===== config.mk =====
export PLATFORM = sky130hd
export DESIGN_NAME = cs_src_wrapper
export DESIGN_NICKNAME = d
export VERILOG_FILES = /design/src/rtl/cs_wrap_pkg.sv /design/src/rtl/cs_ans_decode.sv /design/src/rtl/cs_beat_ctr.sv /design/src/rtl/cs_retry_ctr.sv /design/src/rtl/cs_src_wrapper.sv
export SDC_FILE = /design/constraint.sdc
export NUM_CORES = 1
export LEC_CHECK = 0
export BUFFER_PORTS_ARGS = -buffer_cell sky130_fd_sc_hd__buf_2
export CORE_MARGIN = 3
export CORE_UTILIZATION = 35
export CTS_CLUSTER_SIZE = 30
export DETAILED_ROUTE_END_ITERATION = 12
export SYNTH_ARGS = -nofsm -noshare
export SYNTH_HDL_FRONTEND = slang
export SYNTH_SLANG_ARGS = --single-unit

===== constraint.sdc =====
create_clock -name clk -period 2 [get_ports clk]
set_clock_uncertainty 0.1 [all_clocks]
set_input_delay 0.5 -clock clk [delete_from_list [all_inputs] [get_ports clk]]
set_output_delay 0.5 -clock clk [all_outputs]
set_load 0.05 [all_outputs]

===== src/rtl/cs_wrap_pkg.sv =====
// Shared types for the circuit-switched source wrapper.
// Assumes: the answer encodings below match the first switch.
package cs_wrap_pkg;

    typedef enum logic [1:0] {
        ANS_ADVANCE = 2'b00,
        ANS_GO      = 2'b01,
        ANS_BLOCKED = 2'b10,
        ANS_BUSY    = 2'b11
    } ans_code_e;

    typedef enum logic [1:0] {
        ST_IDLE,
        ST_PROBE,
        ST_GAP,
        ST_STREAM
    } wrap_state_e;

endpackage


===== src/rtl/cs_ans_decode.sv =====
// Decodes the two-bit answer code from the network into flags.
// Assumes: the code is sampled in the same cycle it is used.
module cs_ans_decode
    import cs_wrap_pkg::*;
(
    input  logic [1:0] code,
    output logic       go,
    output logic       blocked
);

    // Flag the two codes that change wrapper behaviour.
    always_comb begin
        go      = (code == ANS_GO);
        blocked = (code == ANS_BLOCKED);
    end

endmodule


===== src/rtl/cs_beat_ctr.sv =====
// Counts words sent in a burst and flags the final one.
// Assumes: load and step never occur in the same cycle.
module cs_beat_ctr #(
    parameter int LEN_W = 6
) (
    input  logic             clk,
    input  logic             rst_n,
    input  logic             load,
    input  logic [LEN_W-1:0] load_len,
    input  logic             step,
    output logic             last
);

    logic [LEN_W-1:0] cnt_q;
    logic [LEN_W-1:0] len_q;

    // Hold burst length and count words already sent.
    always_ff @(posedge clk) begin
        if (!rst_n) begin
            cnt_q <= '0;
            len_q <= '0;
        end else if (load) begin
            cnt_q <= '0;
            len_q <= load_len;
        end else if (step) begin
            cnt_q <= cnt_q + 1'b1;
        end
    end

    // The current word is the last when the count reaches the length.
    always_comb last = (cnt_q == len_q);

endmodule


===== src/rtl/cs_retry_ctr.sv =====
// Tracks how many blocked-path retries remain for a transfer.
// Assumes: dec is only raised while retries remain.
module cs_retry_ctr #(
    parameter int RETRY_W = 3
) (
    input  logic               clk,
    input  logic               rst_n,
    input  logic               load,
    input  logic [RETRY_W-1:0] load_val,
    input  logic               dec,
    output logic               exhausted
);

    logic [RETRY_W-1:0] left_q;

    // Load the limit at accept, count down per retry.
    always_ff @(posedge clk) begin
        if (!rst_n) begin
            left_q <= '0;
        end else if (load) begin
            left_q <= load_val;
        end else if (dec) begin
            left_q <= left_q - 1'b1;
        end
    end

    // No retries remain once the count hits zero.
    always_comb exhausted = (left_q == '0);

endmodule


===== src/rtl/cs_src_wrapper.sv =====
// Source-side wrapper: probes for a circuit, streams a burst, releases.
// Assumes: DATA_W > ADDR_W; the network sends 10 only while probing;
// an answer of 00 or 10 during streaming is treated as a pause.
module cs_src_wrapper
    import cs_wrap_pkg::*;
#(
    parameter int ADDR_W  = 4,
    parameter int DATA_W  = 16,
    parameter int LEN_W   = 6,
    parameter int RETRY_W = 3
) (
    input  logic               clk,
    input  logic               rst_n,
    input  logic               req_valid,
    output logic               req_ready,
    input  logic [ADDR_W-1:0]  req_dest,
    input  logic [LEN_W-1:0]   req_len,
    input  logic [RETRY_W-1:0] max_retry,
    input  logic               wr_valid,
    output logic               wr_ready,
    input  logic [DATA_W-1:0]  wr_data,
    output logic               net_req,
    output logic [DATA_W-1:0]  net_data,
    output logic               net_strobe,
    input  logic [1:0]         net_ans,
    output logic               done,
    output logic               err
);

    localparam int PAD_W = DATA_W - ADDR_W;

    wrap_state_e       state_q, state_d;
    logic [ADDR_W-1:0] dest_q;
    logic              done_q, err_q;
    logic              ans_go, ans_blocked;
    logic              accept, active, send, last_word;
    logic              retries_out, give_up, retry;
    logic [DATA_W-1:0] probe_hdr;

    cs_ans_decode u_dec (
        .code    (net_ans),
        .go      (ans_go),
        .blocked (ans_blocked)
    );

    cs_beat_ctr #(.LEN_W(LEN_W)) u_beats (
        .clk      (clk),
        .rst_n    (rst_n),
        .load     (accept),
        .load_len (req_len),
        .step     (send),
        .last     (last_word)
    );

    cs_retry_ctr #(.RETRY_W(RETRY_W)) u_retry (
        .clk       (clk),
        .rst_n     (rst_n),
        .load      (accept),
        .load_val  (max_retry),
        .dec       (retry),
        .exhausted (retries_out)
    );

    // Handshake and data-path controls derived from state and answer.
    always_comb begin
        active    = (state_q == ST_PROBE) || (state_q == ST_STREAM);
        req_ready = (state_q == ST_IDLE);
        accept    = req_ready && req_valid;
        wr_ready  = active && ans_go;
        send      = wr_ready && wr_valid;
        give_up   = (state_q == ST_PROBE) && ans_blocked && retries_out;
        retry     = (state_q == ST_PROBE) && ans_blocked && !retries_out;
        probe_hdr = {{PAD_W{1'b0}}, dest_q};
    end

    // Next-state selection for setup, transmission and release.
    always_comb begin
        state_d = state_q;
        unique case (state_q)
            ST_IDLE:   if (accept) state_d = ST_PROBE;
            ST_PROBE: begin
                if (ans_go) begin
                    state_d = (send && last_word) ? ST_IDLE : ST_STREAM;
                end else if (give_up) begin
                    state_d = ST_IDLE;
                end else if (retry) begin
                    state_d = ST_GAP;
                end
            end
            ST_GAP:    state_d = ST_PROBE;
            ST_STREAM: if (send && last_word) state_d = ST_IDLE;
            default:   state_d = ST_IDLE;
        endcase
    end

    // State register, latched destination and completion pulses.
    always_ff @(posedge clk) begin
        if (!rst_n) begin
            state_q <= ST_IDLE;
            dest_q  <= '0;
            done_q  <= 1'b0;
            err_q   <= 1'b0;
        end else begin
            state_q <= state_d;
            if (accept) dest_q <= req_dest;
            done_q  <= send && last_word;
            err_q   <= give_up;
        end
    end

    // Network-side outputs: request line, strobe and data mux.
    always_comb begin
        net_req    = active;
        net_strobe = send;
        if (send) begin
            net_data = wr_data;
        end else if (state_q == ST_PROBE) begin
            net_data = probe_hdr;
        end else begin
            net_data = '0;
        end
        done = done_q;
        err  = err_q;
    end

endmodule


==> flow_summary.json, run 1 <==
{
  "outcome": "complete, but fails checks",
  "failed_checks": "setup timing",
  "regToRegStartpoint": "state_q[0]",
  "required_ns": 1.40,
  "ys_seq_area_frac": 0.3866,
  "period_share": 1.036,
  "io_pins": 57,
  "post_synth.cell_area_avg_um2": 8.103,
  "crit_type": "primary input to primary output",
  "end_kind": "primary output",
  "final_nets": 245,
  "setup.reg_to_reg.worst_slack_ns": 0.36,
  "cp_max_fo": 6,
  "holdPathStages": 3,
  "synth-edff-count": 0,
  "core_mm2": 0.003153,
  "yosys-mux-area-fraction": 0.01786,
  "num_vias": 1184,
  "synth_xor_area_frac": 0.08824,
  "syn2layout_area_growth_pct": 56.93,
  "cts_tree": "yes",
  "slew_viol_final": 0,
  "drcViolationCount": 0,
  "internal-power_mw": 0.6581,
  "critPathLaunchType": "primary input",
  "num_rows": 20,
  "synth_common_cells": "nand2_1, dfxtp_1, and2_1",
  "antenna_found_initial": 0,
  "setup_violations": 16,
  "gp_congestion": 0.7599,
  "synth_cell_type_count": 31,
  "synth_top_area_cell": "dfxtp_1",
  "finalCriticalPeriod_ns": 2.071,
  "synth_fa_ha_area_frac": 0.03151,
  "synth_area_leaders": "dfxtp_1, nand2_1, and2_1",
  "worst-r2r-cell-count": 5,
  "grt-ovfl-total": 0,
  "hp-class": "primary input to register",
  "dp.cells": 242,
  "clock_sinks": 23,
  "syn_nets": 185,
  "worst_pin_slew_ns": 0.5448,
  "dpl_cell_area_mm2": 0.001583,
  "netlist_area_mm2": 0.001191,
  "leakage_nw": 0.8401,
  "synth_top_family_by_area": "simple AND/OR/NAND/NOR gates",
  "ir_drop_mv": 0.2534,
  "whs_ns": 0.3108,
  "clk_pin_slew_ns": 0.12,
  "initial_core_util": 0.3778,
  "utilization": 0.5929,
  "cts-root-buf": "clkbuf_4",
  "synth_seq_cells": 23,
  "synthSimpleGateAreaFrac": 0.3204,
  "comb_power_share": 0.250,
  "stdcell_area_mm2": 0.001869,
  "ys.flop_type": "dfxtp_1",
  "synthCells": 147,
  "die_area_mm2": 0.004139,
  "max_freq_mhz": 482.8,
  "grt_max_degree": 23,
  "first_pass_iters": 4,
  "clk_latency_ns": 0.31,
  "swShare": 0.3040,
  "hold_viol": 0,
  "max_slew_margin": 0.6359,
  "viasPerCell": 4.736,
  "synth.top_cell.area_share": 0.3866,
  "fin_cells": 250,
  "grt_pass1_wl_mm": 5.064,
  "rsz0062_at_grt": "yes",
  "grt_usage": 0.1496,
  "dp_slack_ns": -0.1373,
  "nFillCells": 288,
  "wl_per_cell_um": 13.01,
  "drtIter0Drc": 24,
  "p_switching_mw": 0.2874,
  "async_flop_share": 0,
  "grt_pass1_vias": 1172,
  "cts_max_level": 1,
  "hp-start": "req_dest[2]",
  "clock_path_buffers": 2,
  "synth_compound_area_frac": 0.1166,
  "rr_endpoint": "u_beats.cnt_q[2]",
  "numCtsBuffers": 3,
  "setup_slack_ns": -0.07142,
  "p_per_area_mw_per_mm2": 505.8,
  "antennaDiodeCount": 0,
  "numPortBuffers": 56,
  "fp.dieH_um": 64.34,
  "yosysMostFrequentCell": "nand2_1",
  "die_w_um": 64.34,
  "drtAntennaViolNets": 0,
  "hold-path-endpoint": "dest_q[2]",
  "cp.arrival_ns": 1.47,
  "drt-total-wl_mm": 3.253,
  "layout-drive-gt1-share": 0.4417,
  "yosys_warnings": 0,
  "seq_power_share": 0.523,
  "cap_violations": 0,
  "dp_hpwl_mm": 2.132,
  "clkPwrFrac": 0.227
}
==> stage by stage <==
step	total power [mW]	TNS (ns)
after floorplan	0.6466	0
after global placement	0.7069	-1.556
after detailed placement	0.7118	-1.801
after CTS	0.9422	-1.080
after global routing	1.006	-1.599
final	0.9455	-0.8316
==> cell families after synthesis <==
| logic type | Yosys count |
|---|---|
| multiplexers | 2 |
| AND/OR/NAND/NOR | 76 |
| AO/OA/AOI/OAI | 21 |
| XOR/XNOR | 12 |
| flip-flops | 23 |
| adder cells (fa/ha/maj) | 3 |
| buffers and inverters | 10 |
==> state kept, by name, summed over array words and instances, names as in the netlist <==
register	count
u_retry.left_q	3
u_beats.cnt_q	6
state_q	2
done	1
dest_q	4
u_beats.len_q	6
err	1
==> cell usage in the layout (no fill, tap or decap), types with 2 or more instances in the layout <==
cell	n
clkbuf_16	2
nor2b_1	2
and2_1	3
o21ai_4	4
ha_1	3
buf_4	3
xor2_1	8
buf_6	6
and2_4	12
clkbuf_4	3
buf_2	39
dfxtp_1	22
nand2_1	29
o21ai_0	3
and3_1	2
xnor2_1	4
nand4_1	2
nand2_2	3
nand3_1	2
nor3_1	2
nand2b_1	2
a21boi_1	9
buf_8	12
inv_1	2
nor2_1	10
==> layer usage <==
metal / share of wire / global-route usage / wire [µm]
met1: 0.44 / 0.1944 / 1418
met2: 0.47 / 0.2500 / 1541
met3: 0.084 / 0.03691 / 273
met4: 0.0058 / 0.03166 / 19
met5: 0 / 0 / 0
==> worst max-delay path: stages <==
cell	delay, ns
buf_2	0.10
and4b_4	0.41
clkbuf_16	0.17
and2_4	0.14
buf_8	0.14
==> power by group through the flow <==
stage	Combinational [mW]	Sequential, mW	Clock [mW]
after global placement	0.201	0.506	0
after global routing	0.259	0.498	0.248
after floorplan	0.142	0.505	0
final	0.236	0.495	0.215
after detailed placement	0.205	0.507	0
after CTS	0.222	0.494	0.226
==> worst max-delay path by stage <==
stage / startpoint / to
after floorplan: net_ans[1] / net_data[0]
after global placement: net_ans[1] / net_data[0]
after detailed placement: net_ans[1] / net_data[2]
after CTS: state_q[0] / net_data[1]
after global routing: state_q[0] / net_data[6]
final: net_ans[1] / net_data[6]
==> area by class of cell <==
class	instances	area [µm²]	share of cell area
multi-input combinational	114	780.7	0.4177
timing repair buffer	63	535.5	0.2865
sequential	23	464.2	0.2483
tap	44	55.05	0.02945
clock buffer	4	26.28	0.01406
inverter	2	7.507	0.004016
==> what timing repair did <==
item                       in CTS  in global routing
hold buffers                    0                  0
buffers inserted                1                  0
resized for setup              37                 31
cloned                          0                  3
setup endpoints to repair      17                 17
pin swaps                       0                 14
Power figures use the tool's default switching activity.
==> run 2, diff against run 1 <==
CELL_PAD_IN_SITES_DETAIL_PLACEMENT = 1   (was default)
CELL_PAD_IN_SITES_GLOBAL_PLACEMENT = 1   (was default)
CORE_UTILIZATION = 31   (was 35)
PLACE_DENSITY_LB_ADDON = 0.1   (was default)
==> run 2 against run 1 <==
The run still ends with setup timing left; register-to-register slack improved by 0.03 ns; sequential power barely moved; sequential share of layout area fell by 0.90 points; final cell count rose by 1.6%; flip-flop and latch count did not move; combinational power rose by 6%; critical path type unchanged; largest cell class unchanged; highest routed layer unchanged.
==> flow_summary.json, run 2 (synthesis gave the netlist of run 1 again) <==
{
  "outcome": "complete, but fails checks",
  "failed_checks": "setup timing",
  "drcViolationCount": 0,
  "die_area_mm2": 0.004622,
  "holdBufCountCts": 0,
  "hold-path-endpoint": "dest_q[3]",
  "worst-r2r-cell-count": 5,
  "io_pins": 57,
  "clock_sinks": 23,
  "utilization": 0.5480,
  "regToRegStartpoint": "state_q[0]",
  "setup_slack_ns": -0.07663,
  "rr_endpoint": "done",
  "layout-drive-gt1-share": 0.4519,
  "final_nets": 247,
  "setup.reg_to_reg.worst_slack_ns": 0.39,
  "end_kind": "primary output",
  "clock_path_buffers": 2,
  "reg_top3": "u_beats.cnt_q x6, u_beats.len_q x6, dest_q x4",
  "mostFrequentLayoutCells": "buf_2, nand2_1, dfxtp_1, buf_8, and2_4",
  "numPortBuffers": 56,
  "fp.dieH_um": 67.99,
  "path_cells": "buf_6 > and4b_4 > buf_12 > and2_4 > buf_8",
  "viasPerCell": 4.878,
  "cts-root-buf": "clkbuf_8",
  "clkPwrFrac": 0.277,
  "num_vias": 1239,
  "final_common_cell": "buf_2",
  "swShare": 0.2978,
  "initial_core_util": 0.3383,
  "setup_violations": 16,
  "critPathTopFamily": "simple AND/OR/NAND/NOR gates",
  "grt_usage": 0.1532,
  "cts_max_level": 1,
  "cts_tree": "yes",
  "grt-ovfl-total": 0,
  "holdPathStages": 2,
  "seq_power_share": 0.480,
  "leakage_nw": 0.8877,
  "hp-class": "register to register",
  "worst_path_max_delay_cell": "and4b_4",
  "ir_drop_mv": 0.3004,
  "gp_congestion": 0.7474,
  "antenna_found_initial": 0,
  "rsz0062_at_grt": "yes",
  "max_slew_margin": 0.6638,
  "p_per_area_mw_per_mm2": 535.2,
  "cp.arrival_ns": 1.48,
  "critPathLaunchType": "primary input",
  "drtIter0Drc": 15,
  "p_switching_mw": 0.3076,
  "num_rows": 21,
  "crit_type": "primary input to primary output",
  "clk_pin_slew_ns": 0.08,
  "cap_violations": 0,
  "die_w_um": 67.99,
  "hold_viol": 0,
  "dp_slack_ns": -0.1732,
  "max_freq_mhz": 481.6,
  "dp_hpwl_mm": 2.652,
  "hp-start": "dest_q[3]",
  "antennaDiodeCount": 0,
  "grt_pass1_vias": 1178,
  "syn2layout_area_growth_pct": 61.97,
  "grt_pass1_wl_mm": 5.409,
  "finalCriticalPeriod_ns": 2.077,
  "numCtsBuffers": 3,
  "slew_viol_final": 0,
  "wl_per_cell_um": 16.24,
  "critPathMaxStageDelay_ns": 0.41,
  "worst-path-buf-inv": 3,
  "worst_pin_slew_ns": 0.5044,
  "grt_max_degree": 23,
  "fin_cells": 254,
  "required_ns": 1.40,
  "period_share": 1.038,
  "comb_power_share": 0.243,
  "internal-power_mw": 0.7251,
  "first_pass_iters": 4,
  "dp.cells": 247,
  "core_mm2": 0.003521,
  "cp_max_fo": 6,
  "drt-total-wl_mm": 4.125,
  "drtAntennaViolNets": 0,
  "clk_latency_ns": 0.26,
  "cts_setup_buffers": 0
}
run 2: changes by cell type in the layout (fill, tap and decap cells not counted), sizes merged:
| cell | before | now |
|---|---|---|
| clkbuf | 6 | 5 |
| clkinv | 0 | 1 |
| buf | 61 | 63 |
run 2: tightest hold or removal path, stage by stage (launching register included):
cell and delay [ns]:
dfxtp_1 0.31, nand2_1 0.05, a21boi_1 0.05
run 2: worst max-delay path by stage:
stage                  end  startpoint  cells after the start  slack, ns
2_1_floorplan  net_data[0]  net_ans[1]                      5       0.02
3_3_place_gp   net_data[0]  net_ans[1]                      6      -0.11
3_5_place_dp   net_data[0]  net_ans[1]                      6      -0.17
4_1_cts        net_data[0]  net_ans[1]                      6      -0.06
5_1_grt        net_data[4]  net_ans[1]                      5       -0.1
6_report       net_data[4]  net_ans[1]                      5      -0.08
run 2: metal layers:
metal	up-vias	track usage	part of all wire
li1	605	-	-
met5	-	0	0
met3	6	0.03448	0.081
met4	0	0.04467	0.016
met2	50	0.2455	0.46
met1	578	0.2046	0.44
run 2: per-stage QoR:
step / TNS [ns] / hold slack [ns] / power, mW / instance area, µm²
3_3_place_gp: -1.503 / 0.3450 / 0.7152 / 1608
2_1_floorplan: 0 / 0.3353 / 0.6466 / 1257
4_1_cts: -0.3391 / 0.3689 / 1.018 / 1757
3_5_place_dp: -2.076 / 0.3562 / 0.7241 / 1608
6_report: -0.9274 / 0.3621 / 1.033 / 1929
5_1_grt: -1.218 / 0.3799 / 1.095 / 1929
run 2: cell type report:
type,count,area (µm²)
inverter,2,7.507
sequential,23,461.7
timing repair buffer,65,560.5
clock inverter,1,5.005
multi-input combinational,114,795.8
tap,46,57.56
clock buffer,3,41.29
fill,424,1592
run 2: what timing repair did:
| item | in CTS | in global routing |
|---|---|---|
| pin swaps | 0 | 16 |
| gates resized for setup | 34 | 38 |
| gates cloned | 0 | 3 |
| setup endpoints to repair | 17 | 17 |
run 2: power groups by stage:
| stage | sequential (mW) | combinational [mW] | clock, mW |
|---|---|---|---|
| floorplan | 0.505 | 0.142 | 0 |
| global placement | 0.504 | 0.211 | 0 |
| detailed placement | 0.506 | 0.218 | 0 |
| CTS | 0.496 | 0.230 | 0.293 |
| global route | 0.499 | 0.274 | 0.321 |
| finish | 0.496 | 0.251 | 0.286 |
==> run 3, diff against run 2 <==
ABC_AREA = 1   (was default)
CORE_UTILIZATION = 32   (was 31)
SYNTH_HIERARCHICAL = 1   (was default)
==> run 3 against run 2 <==
The run now ends clean; synthesized area rose by 13%; non-clock buffer count rose by 1; clock power rose by 8.7%; sequential share of layout area fell by 0.97 points; worst hold slack better by 0.0070 ns; routed wire length fell by 4.8%; power grew 7.1%; setup slack better by 0.10 ns; synthesized cell count rose by 39%; critical path type unchanged; largest cell class unchanged; largest power group unchanged.
==> flow_summary.json, run 3 <==
{
  "num_rows": 22,
  "dp_hpwl_mm": 3.118,
  "synth_seq_cells": 23,
  "layout-drive-gt1-share": 0.3727,
  "synth_top_area_cell": "dfxtp_1",
  "grt_pass1_vias": 1510,
  "synth-edff-count": 0,
  "max_slew_margin": 0.8016,
  "groute.layer.met3.usage": 0.03409,
  "critPathLaunchType": "primary input",
  "numCtsBuffers": 3,
  "yosysMostFrequentCell": "nand2_1",
  "cts_tree": "yes",
  "grt_pass1_wl_mm": 6.975,
  "worst_pin_slew_ns": 0.2966,
  "synth_area_leaders": "dfxtp_1, nand2_1, inv_1",
  "clk_latency_ns": 0.27,
  "nFillCells": 516,
  "antennaDiodeCount": 0,
  "grt_max_degree": 15,
  "initial_core_util": 0.3497,
  "ys_seq_area_frac": 0.3417,
  "fp.dieH_um": 70.89,
  "mostFrequentLayoutCells": "nand2_1, inv_1, buf_2, nor2_1, dfxtp_1",
  "busiest_layer": "met2",
  "fin_cells": 319,
  "finalCriticalPeriod_ns": 1.972,
  "clock_sinks": 23,
  "end_kind": "primary output",
  "synth_common_cells": "nand2_1, inv_1, nor2_1",
  "setup.reg_to_reg.worst_slack_ns": 0.36,
  "synthCells": 204,
  "gp_congestion": 0.7272,
  "required_ns": 1.40,
  "grt_use_met1": 0.2291,
  "cts_max_level": 1,
  "die_w_um": 70.89,
  "hp-start": "req_len[4]",
  "cts-root-buf": "clkbuf_8",
  "max_freq_mhz": 507.0,
  "drtIter0Drc": 31,
  "leakage_nw": 1.001,
  "regToRegStartpoint": "state_q[0]",
  "holdPathStages": 3,
  "viasPerCell": 4.583,
  "netlist_area_mm2": 0.001348,
  "cp.arrival_ns": 1.37,
  "numPortBuffers": 56,
  "utilization": 0.5218,
  "cap_violations": 0,
  "clock_path_buffers": 2,
  "hold-path-endpoint": "u_beats/len_q[4]",
  "period_share": 0.9862,
  "synth_cell_type_count": 21,
  "num_vias": 1462,
  "worst-r2r-cell-count": 8,
  "ys.flop_type": "dfxtp_1",
  "core_mm2": 0.003854,
  "holdBufCountCts": 0,
  "regArea_um2": 461.7,
  "rsz0062_at_grt": "yes",
  "grt-ovfl-total": 0,
  "final_nets": 310,
  "yosys_warnings": 6,
  "slew_viol_final": 0,
  "outcome": "finished, final reports clean",
  "io_pins": 57,
  "rr_endpoint": "u_beats/len_q[5]",
  "antenna_found_initial": 0,
  "cp_max_fo": 8,
  "post_synth.cell_area_avg_um2": 6.606,
  "hold_viol": 0,
  "async_flop_share": 0,
  "syn_nets": 242,
  "drt-total-wl_mm": 3.929,
  "drtAntennaViolNets": 0,
  "multi_input_area_um2": 762.0,
  "die_area_mm2": 0.005025,
  "first_pass_iters": 4,
  "syn2layout_area_growth_pct": 49.21,
  "reg_top3": "u_beats/cnt_q x6, u_beats/len_q x6, dest_q x4",
  "dp.cells": 315,
  "crit_type": "primary input to primary output",
  "grt_usage": 0.1699,
  "p_per_area_mw_per_mm2": 550.1,
  "wl_per_cell_um": 12.32,
  "clk_pin_slew_ns": 0.09,
  "synth.top_cell.area_share": 0.3417,
  "drcViolationCount": 0,
  "setup_violations": 0,
  "ir_drop_mv": 0.3306,
  "hp-class": "primary input to register",
  "use_met2": 0.2832,
  "cts_setup_buffers": 0
}
run 3: cell types whose count changed after synthesis, sizes merged, moves of 10 or more:
cell	change
inv	+40
nor2	+34
and2	-15
a21oi	+12
nand2	+11
a21boi	-10
run 3: area by class of cell:
cell class / instances / area share
clock buffers: 3 / 0.02054
clock inverters: 1 / 0.003734
inverters: 42 / 0.08712
multi-input cells: 136 / 0.3790
flip-flops and latches: 23 / 0.2296
well taps: 48 / 0.02987
repair buffers: 66 / 0.2502
run 3: how the worst max path moves through the flow:
stage / to / cells past startpoint / from
after floorplan: net_data[10] / 7 / net_ans[0]
after global placement: net_data[8] / 9 / net_ans[0]
after detailed placement: net_data[6] / 9 / net_ans[0]
after CTS: net_data[6] / 9 / net_ans[0]
after global routing: net_data[11] / 8 / net_ans[1]
final: net_data[11] / 8 / net_ans[1]
run 3: where the power goes:
group / internal, mW / total, mW / leakage, nW / switching (mW)
Sequential: 0.485 / 0.502 / 0.189 / 0.0166
Combinational: 0.115 / 0.293 / 0.791 / 0.178
Clock: 0.141 / 0.311 / 0.0217 / 0.170
run 3: cells by family after synthesis:
group	count (synthesis)	synth area share
flip-flops	23	0.3417
buffers and inverters	45	0.1346
AND/OR/NAND/NOR	105	0.3863
XOR/XNOR	2	0.01300
AO/OA/AOI/OAI	26	0.09656
adder cells (fa/ha/maj)	3	0.02786
run 3: repair_timing:
| action | CTS | global route |
|---|---|---|
| gates resized for setup | 35 | 6 |
| setup endpoints to repair | 17 | 17 |
| pin swaps | 1 | 3 |
run 3: worst max-delay path, stage by stage:
cell and delay, ns:
buf_8 0.10, nor2_4 0.10, nand2_2 0.07, clkinv_4 0.07, nand2_8 0.08, buf_12 0.17
nor2_4 0.12, buf_8 0.15
run 3: metal layers:
| metal | up-vias | wire length (µm) | part of all wire |
|---|---|---|---|
| met5 | - | 0 | 0 |
| met4 | 0 | 10 | 0.0025 |
| met3 | 2 | 262 | 0.067 |
| met2 | 47 | 1814 | 0.46 |
| met1 | 658 | 1841 | 0.47 |
| li1 | 755 | - | - |
run 3: through the flow:
| step | TNS, ns | cell area [µm²] | hold slack [ns] | setup WS [ns] | total power, mW |
|---|---|---|---|---|---|
| 2_1_floorplan | -0.03788 | 1421 | 0.3431 | -0.02466 | 0.6920 |
| 3_3_place_gp | -1.704 | 1833 | 0.3580 | -0.1106 | 0.7836 |
| 3_5_place_dp | -2.089 | 1833 | 0.3627 | -0.1344 | 0.7904 |
| 4_1_cts | 0 | 1992 | 0.3598 | 0.01690 | 1.120 |
| 5_1_grt | -0.02043 | 2011 | 0.3987 | -0.02043 | 1.176 |
| 6_report | 0 | 2011 | 0.3690 | 0.02763 | 1.106 |
